$ cat src/rtl/tgt_bank_pkg.sv
package tgt_bank_pkg;

  typedef enum logic [1:0] {
    WK_PRIV   = 2'd0,
    WK_SHARED = 2'd1,
    WK_NONE   = 2'd2
  } word_kind_e;

  // Position of the lowest set bit, zero when no bit is set.
  function automatic logic [2:0] lowest_set(input logic [7:0] b);
    logic [2:0] r;
    r = 3'd0;
    for (int i = 7; i >= 0; i--) begin
      if (b[i]) r = 3'(i);
    end
    return r;
  endfunction

endpackage

$ cat src/rtl/tgt_slot.sv
module tgt_slot
  import tgt_bank_pkg::*;
#(
  parameter int NUM_CPU = 8,
  parameter int CPU_W   = 3
) (
  input  logic               clk,
  input  logic               rst,
  input  logic               we,
  input  logic [7:0]         wbyte,
  output logic [CPU_W-1:0]   idx,
  output logic [NUM_CPU-1:0] map
);
  localparam logic [7:0] CPU_MASK = (NUM_CPU >= 8) ? 8'hFF : 8'((1 << NUM_CPU) - 1);

  logic [CPU_W-1:0] nxt_idx;

  always_comb begin
    nxt_idx = CPU_W'(lowest_set(wbyte & CPU_MASK));
  end

  always_ff @(posedge clk) begin
    if (rst) begin
      idx <= '0;
      map <= NUM_CPU'(1);
    end else if (we) begin
      idx <= nxt_idx;
      map <= NUM_CPU'(1) << nxt_idx;
    end
  end
endmodule

$ cat src/rtl/tgt_rd.sv
module tgt_rd
  import tgt_bank_pkg::*;
#(
  parameter int CPU_W = 3
) (
  input  logic             clk,
  input  logic             rst,
  input  logic             rd_en,
  input  word_kind_e       kind,
  input  logic [CPU_W-1:0] acc_cpu,
  input  logic [4*CPU_W-1:0] lane_idx,
  output logic [31:0]      rd_data,
  output logic             rd_valid
);
  logic [31:0] word_c;

  always_comb begin
    word_c = '0;
    for (int j = 0; j < 4; j++) begin
      unique case (kind)
        WK_PRIV:   word_c[8*j +: 8] = 8'(8'd1 << acc_cpu);
        WK_SHARED: word_c[8*j +: 8] = 8'(8'd1 << lane_idx[CPU_W*j +: CPU_W]);
        default:   word_c[8*j +: 8] = 8'd0;
      endcase
    end
  end

  always_ff @(posedge clk) begin
    if (rst) begin
      rd_data  <= '0;
      rd_valid <= 1'b0;
    end else begin
      rd_valid <= rd_en;
      if (rd_en) rd_data <= word_c;
    end
  end
endmodule

$ cat src/rtl/tgt_bank.sv
module tgt_bank
  import tgt_bank_pkg::*;
#(
  parameter int NUM_IRQ = 64,
  parameter int NUM_CPU = 8,
  localparam int PRIV   = 32,
  localparam int NSH    = NUM_IRQ - PRIV,
  localparam int NWORD  = NUM_IRQ / 4,
  localparam int WIDX_W = $clog2(NWORD) + 1,
  localparam int CPU_W  = (NUM_CPU > 1) ? $clog2(NUM_CPU) : 1
) (
  input  logic                   clk,
  input  logic                   rst,
  input  logic                   wr_en,
  input  logic                   rd_en,
  input  logic [WIDX_W-1:0]      word_idx,
  input  logic [31:0]            wr_data,
  input  logic [CPU_W-1:0]       acc_cpu,
  output logic [31:0]            rd_data,
  output logic                   rd_valid,
  output logic                   upd,
  output logic [NSH*NUM_CPU-1:0] route_map
);
  localparam int SL_W = (NSH > 1) ? $clog2(NSH) : 1;
  localparam int BA_W = WIDX_W + 2;

  word_kind_e        kind;
  logic [BA_W-1:0]   base_irq;
  logic [BA_W-1:0]   base_sh;
  logic [CPU_W-1:0]  cur_idx [NSH];
  logic [4*CPU_W-1:0] lane_idx;
  logic              wr_sh;

  always_comb begin
    if (word_idx < WIDX_W'(PRIV / 4))  kind = WK_PRIV;
    else if (word_idx < WIDX_W'(NWORD)) kind = WK_SHARED;
    else                                kind = WK_NONE;
    base_irq = {word_idx, 2'b00};
    base_sh  = base_irq - BA_W'(PRIV);
    wr_sh    = wr_en && (kind == WK_SHARED);
  end

  // One storage slot per shared interrupt.
  for (genvar s = 0; s < NSH; s++) begin : g_slot
    logic slot_we;
    assign slot_we = wr_sh && (word_idx == WIDX_W'((s + PRIV) / 4));
    tgt_slot #(.NUM_CPU(NUM_CPU), .CPU_W(CPU_W)) u_slot (
      .clk  (clk),
      .rst  (rst),
      .we   (slot_we),
      .wbyte(wr_data[8*(s%4) +: 8]),
      .idx  (cur_idx[s]),
      .map  (route_map[s*NUM_CPU +: NUM_CPU])
    );
  end

  // Gather the four lanes of the addressed word for the read path.
  for (genvar j = 0; j < 4; j++) begin : g_lane
    logic [SL_W-1:0] sl;
    assign sl = SL_W'(base_sh) + SL_W'(j);
    assign lane_idx[CPU_W*j +: CPU_W] = (kind == WK_SHARED) ? cur_idx[sl] : '0;
  end

  tgt_rd #(.CPU_W(CPU_W)) u_rd (
    .clk     (clk),
    .rst     (rst),
    .rd_en   (rd_en),
    .kind    (kind),
    .acc_cpu (acc_cpu),
    .lane_idx(lane_idx),
    .rd_data (rd_data),
    .rd_valid(rd_valid)
  );

  always_ff @(posedge clk) begin
    if (rst) upd <= 1'b0;
    else     upd <= wr_sh;
  end
endmodule

$ cat config.mk
export PLATFORM = sky130hd
export DESIGN_NAME = tgt_bank
export DESIGN_NICKNAME = d
export VERILOG_FILES = /design/src/rtl/tgt_bank_pkg.sv /design/src/rtl/tgt_slot.sv /design/src/rtl/tgt_rd.sv /design/src/rtl/tgt_bank.sv
export SDC_FILE = /design/constraint.sdc
export NUM_CORES = 1
export LEC_CHECK = 0
export BUFFER_PORTS_ARGS = -buffer_cell sky130_fd_sc_hd__buf_2
export CAP_MARGIN = 10
export CORE_UTILIZATION = 50
export CTS_BUF_LIST = sky130_fd_sc_hd__clkbuf_16
export DETAILED_ROUTE_END_ITERATION = 10
export PLACE_DENSITY = 0.72
export SLEW_MARGIN = 20
export SYNTH_ARGS = -nofsm -noshare
export SYNTH_HDL_FRONTEND = slang
export SYNTH_HIERARCHICAL = 1
export SYNTH_SLANG_ARGS = --single-unit
$ cat constraint.sdc
create_clock -name clk -period 6.4 [get_ports clk]
set_clock_uncertainty 0.05 [all_clocks]
set_input_delay 0.32 -clock clk [delete_from_list [all_inputs] [get_ports clk]]
set_output_delay 0.32 -clock clk [all_outputs]
set_load 0.01 [all_outputs]
Word level (Yosys, flattened, before mapping). Index checks and enable logic that the tools add are counted.

Add/subtract/negate cells: 4. $lt $le $gt $ge: 6. Equal/unequal tests: 9. Shift operators: 9. Muxes and demuxes: 54. Bitwise gates (word level): 4. Reduce and logical (&&, ||, !) cells: 10.

Operators with widths (count): $mux W3 (44); $shl A1 B3 Y8 const A (9); $pmux W8 S2 (4); $bmux W3 S5 (4); $eq A5 B4 Y1 const B (8); $ge A6 B6 Y1 const B (4); $not A5 Y6 (4); $add A5 B2 Y5 const B (2); $logic_and A1 B1 Y1 (9); $add A5 B1 Y5 const B (1); $lt A5 B4 Y1 const B (1); $lt A5 B5 Y1 const B (1); $sub A5 B1 Y5 const B (1); $mux W2 (2); $eq A2 B1 Y1 const B (1); $logic_not A2 Y1 (1).

Flip-flop bits (word level): 386. Word-level logic and storage cells: 163.

Longest topological paths before layout.
Word-level depth: 9. Gate-level depth with buffers: 9. Mapped depth without buffers: 8.

Hierarchy. Netlist, hierarchy kept.

By module, submodules not included: tgt_slot (instances 32, cells each 59, area each 526.8 um^2, sequential area each 220.2 um^2); tgt_rd (instances 1, cells each 174, area each 1517.7 um^2, sequential area each 660.6 um^2); tgt_bank (instances 1, cells each 107, area each 983.4 um^2, sequential area each 20.0 um^2).

Worst setup path after synthesis. No wires, ideal clock.

Path type: input to register. Start point: in word_idx[2]. End point: reg g_slot[16].u_slot.map[1]. Arrival time: 2640 ps. Required time: 6280 ps. Slack: 3640 ps. Stages on the path: 8. Buffers on the path: 2. Path through: clkbuf_1 -> buf_2 -> nand3_1 -> nor3_1 -> clkinv_1 -> o41ai_2 -> o211ai_1 -> a21oi_1.

Longest elaborated chain between the ends: 6.

RTL lines: start, declared (line tgt_bank.sv:16) `input logic [WIDX_W-1:0] word_idx,`; $lt A5 B5 Y1 (line tgt_bank.sv:36) `else if (word_idx < WIDX_W'(NWORD)) kind = WK_SHARED;`; $mux W2 (line tgt_bank.sv:36); $mux W2 (line tgt_bank.sv:35) `if (word_idx < WIDX_W'(PRIV / 4)) kind = WK_PRIV;`; $eq A2 B1 Y1 (line tgt_bank.sv:40) `wr_sh = wr_en && (kind == WK_SHARED);`; $logic_and A1 B1 Y1 (line tgt_bank.sv:40); $logic_and A1 B1 Y1 (*) (line tgt_bank.sv:46) `assign slot_we = wr_sh && (word_idx == WIDX_W'((s + PRIV) / 4));`; via g_slot[16].slot_we (line tgt_bank.sv:45) `logic slot_we;`; end signal, assigned (line tgt_slot.sv:28) `map <= NUM_CPU'(1) << nxt_idx;`; end, declared (line tgt_slot.sv:12) `output logic [NUM_CPU-1:0] map`.

Mark *: on every way through the listed nets, which the timed path passes. The rest lies on a longest branch. A chain may end at the register's enable or synchronous reset.

Worst setup path in the final report.
Start point: in word_idx[4]. End point: reg g_slot[15].u_slot.map[1].

Longest elaborated chain between the ends: 6.

RTL lines: $lt A5 B5 Y1 (line tgt_bank.sv:36); $mux W2 (line tgt_bank.sv:36); $mux W2 (*) (line tgt_bank.sv:35); via kind[0] (line tgt_bank.sv:27) `word_kind_e kind;`; $eq A2 B1 Y1 (*) (line tgt_bank.sv:40); $logic_and A1 B1 Y1 (*) (line tgt_bank.sv:40); $logic_and A1 B1 Y1 (*); via g_slot[12].slot_we (line tgt_bank.sv:45); end signal, assigned (line tgt_slot.sv:28); end, declared (line tgt_slot.sv:12).

Marks and branches as above.

==> results.toml <==
[outcome]
status = "complete, no violations"

[detailed_routing]
first_pass_iters = 6
met1Wirelength_um = 25700
highest-signal-layer = "met4"
wl_met3_um = 5050
wl_met2_um = 26800
viasPerCell = 6.14
wl_um = 59800
vias = 18600
wl_per_cell_um = 19.7
ant_nets = 0
drt_iter0_markers = 1813
drc_errors = 0

[logic_synthesis]
synth_edf_count = 0
synth_cells = 2169
synth_mux_area_frac = 0.0367
synth_top_family_by_area = "compound AO/OA/AOI/OAI gates"
yosysSeqAreaShare = 0.399
yosysWarningCount = 6
synth_seq_cells = 386
synthesis.area_um2 = 19400
syn_nets = 2213
avgSynthCellArea_um2 = 8.92
synth-xor-area-share = 0
synth_compound_area_frac = 0.268
async_reset_ff_frac = 0
synth_fa_ha_area_frac = 0
yosysUniqueCellTypes = 52
synth_flop_cell = "dfxtp_1"
synth-simple-area-share = 0.247

[clock_network]
clkLatencyLatePin_ps = 570
cts_max_level = 2
cts-root-buf = "clkbuf_16"
cts.sinks = 386
cts.clk_slew.worst_paths_ps = 60
numCtsBuffers = 43
cts_buffer_depth = 3
cts_tree = "yes"

[job]
maxCapViolCount = 0

[global_routing]
antenna_found_initial = 5
grt_use_total = 0.293
grt_pass1_wl_um = 92600
grt-ovfl-total = 0
grt_start_max_net_pins = 153
grt_pass1_vias = 16900

[floorplan]
die_height_um = 199
coreArea_um2 = 37800
die_x_um = 199
initial_utilization = 0.512
num_rows = 71
design.portCount = 334
dieArea_um2 = 39500

[worst_setup_path]
crit_type = "in2reg"
cp-endpoint = "g_slot[15].u_slot/map[1]$_SDFFE_PP0P_"
start_kind = "input port"
critical_path_required_ps = 6830
worstPathMaxFanout = 25
r2r_setup_slack_ps = 4230
cp-end-kind = "flop"
crit_start = "word_idx[4]"
reg2reg_depth = 5
r2r_end = "u_rd/rd_data[18]$_SDFFE_PP0P_"
worst_ep_arrival_time_ps = 4220
r2r_start = "g_slot[14].u_slot/idx[2]$_SDFFE_PP0P_"

[pwr]
p_seq_frac = 0.451
power_density_nw_per_um2 = 236
ir_worst_vdd_mv = 0.180
p_sw_w = 0.00136
switching_share = 0.253
p_comb_frac = 0.091
p_total_w = 0.00538
p_leak_nw = 8.41
p_int_w = 0.00402
p_clk_frac = 0.458

[layout]
drive_gt1_frac = 0.229
syn_to_final_growth_pct = 17.7
fin_cells = 3031
nets = 2528
final_core_util = 0.602

[sta]
report.final.hold_viol_count = 0
period_minus_slack_ps = 3780
finalSetupTns_ps = 0
period_share = 0.591
maxSlewHeadroom = 0.254
fmax_ghz = 0.264
tightest_slew_ps = 1120
rsz0062_at_grt = "no"
slew_viol_final = 0
setup_viol = 0

[hold_path]
hold_class = "in2reg"

[place]
io_buffers = 333
dp_cells = 2949
gp_congestion = 0.875
dp_hpwl_um = 38500
area by class of cell:
class	count	area (um^2)
timing repair buffer	360	1880
inverter	101	379
fill	3467	15100
clock inverter	32	268
antenna	4	10.0
clock buffer	45	1130
sequential	386	7730
tap	511	639
multi-input combinational	1592	10700
sequential cells by signal (all words and copies together) (netlist names):
name	cells
g_slot.u_slot/map	256
u_rd/rd_data	32
upd	1
u_rd/rd_valid	1
g_slot.u_slot/idx	96
stage by stage:
stage,cell area [um^2],setup WS [ps],hold slack [ps]
detailed placement,21400,2140,394
CTS,22800,2720,145
finish,22800,2620,177
global placement,21400,2360,387
global route,22800,2270,195
floorplan,19400,3640,346
worst min-delay path by stage:
stage,startpoint,depth (start not counted),slack (ps),end
after floorplan,rst,1,350,upd$_SDFF_PP0_
after global placement,u_rd/rd_data[22]$_SDFFE_PP0P_,2,390,u_rd/rd_data[22]$_SDFFE_PP0P_
after detailed placement,g_slot[27].u_slot/map[1]$_SDFFE_PP0P_,2,390,g_slot[27].u_slot/map[1]$_SDFFE_PP0P_
after CTS,acc_cpu[0],4,140,u_rd/rd_data[12]$_SDFFE_PP0P_
after global routing,acc_cpu[0],4,190,u_rd/rd_data[12]$_SDFFE_PP0P_
final,acc_cpu[0],4,180,u_rd/rd_data[12]$_SDFFE_PP0P_
cells in the final DEF (no fill, tap or decap), types with 35 or more instances in the layout:
cell type  netlist  layout
dfxtp_1        386     386
buf_2            7     332
nand2_1        273     273
a21oi_1        268     268
nor2_1         194     188
nand3_1         78      78
inv_1           69      77
o21ai_0         73      73
o211ai_1        64      64
clkbuf_16        0      45
mux2i_1         44      44
nand3b_1        41      41
clkinv_1        32      41
nor2b_1         40      40
nor3_1          37      35
power by group through the flow:
stage / combinational, W / sequential, W / clock, W
detailed placement: 0.000479 / 0.00248 / 0
floorplan: 0.000256 / 0.00248 / 0
global route: 0.000528 / 0.00243 / 0.00260
finish: 0.000491 / 0.00243 / 0.00246
global placement: 0.000468 / 0.00248 / 0
CTS: 0.000481 / 0.00243 / 0.00250
logic make-up after synthesis:
kind of cell / after synthesis
compound gates: 659
buf+inv: 191
mux: 56
flops: 386
simple gates: 877
worst max-delay path, stage by stage:
cell and delay, ps:
buf_2 220, nand2b_1 480, inv_1 510, nand3b_1 380, nor2_4 730, buf_4 410, clkinv_1 350, o41ai_2 470
o211ai_1 150, a21oi_1 180
Yosys cell counts, drive strengths merged, types with 40 or more instances:
library cell | number | area [um^2]
nor2b | 40 | 250
o21ai | 73 | 365
nand2 | 275 | 1040
mux2i | 44 | 440
a21oi | 268 | 1340
nand3b | 41 | 308
clkbuf | 44 | 166
nand3 | 78 | 390
dfxtp | 386 | 7730
nor2 | 194 | 728
o211ai | 64 | 480
inv | 69 | 259
routing by layer:
metal,GRT usage,vias up
li1,-,8852
met2,0.449,771
met4,0.126,0
met5,0,-
met1,0.397,8858
met3,0.0592,120
timing repair:
action | in CTS | in global routing
hold buffers | 1 | 0
hold endpoints to repair | 1 | 0
gates resized for setup | 0 | 0
setup buffers | 0 | 0
(Power assumes the default switching activity.)
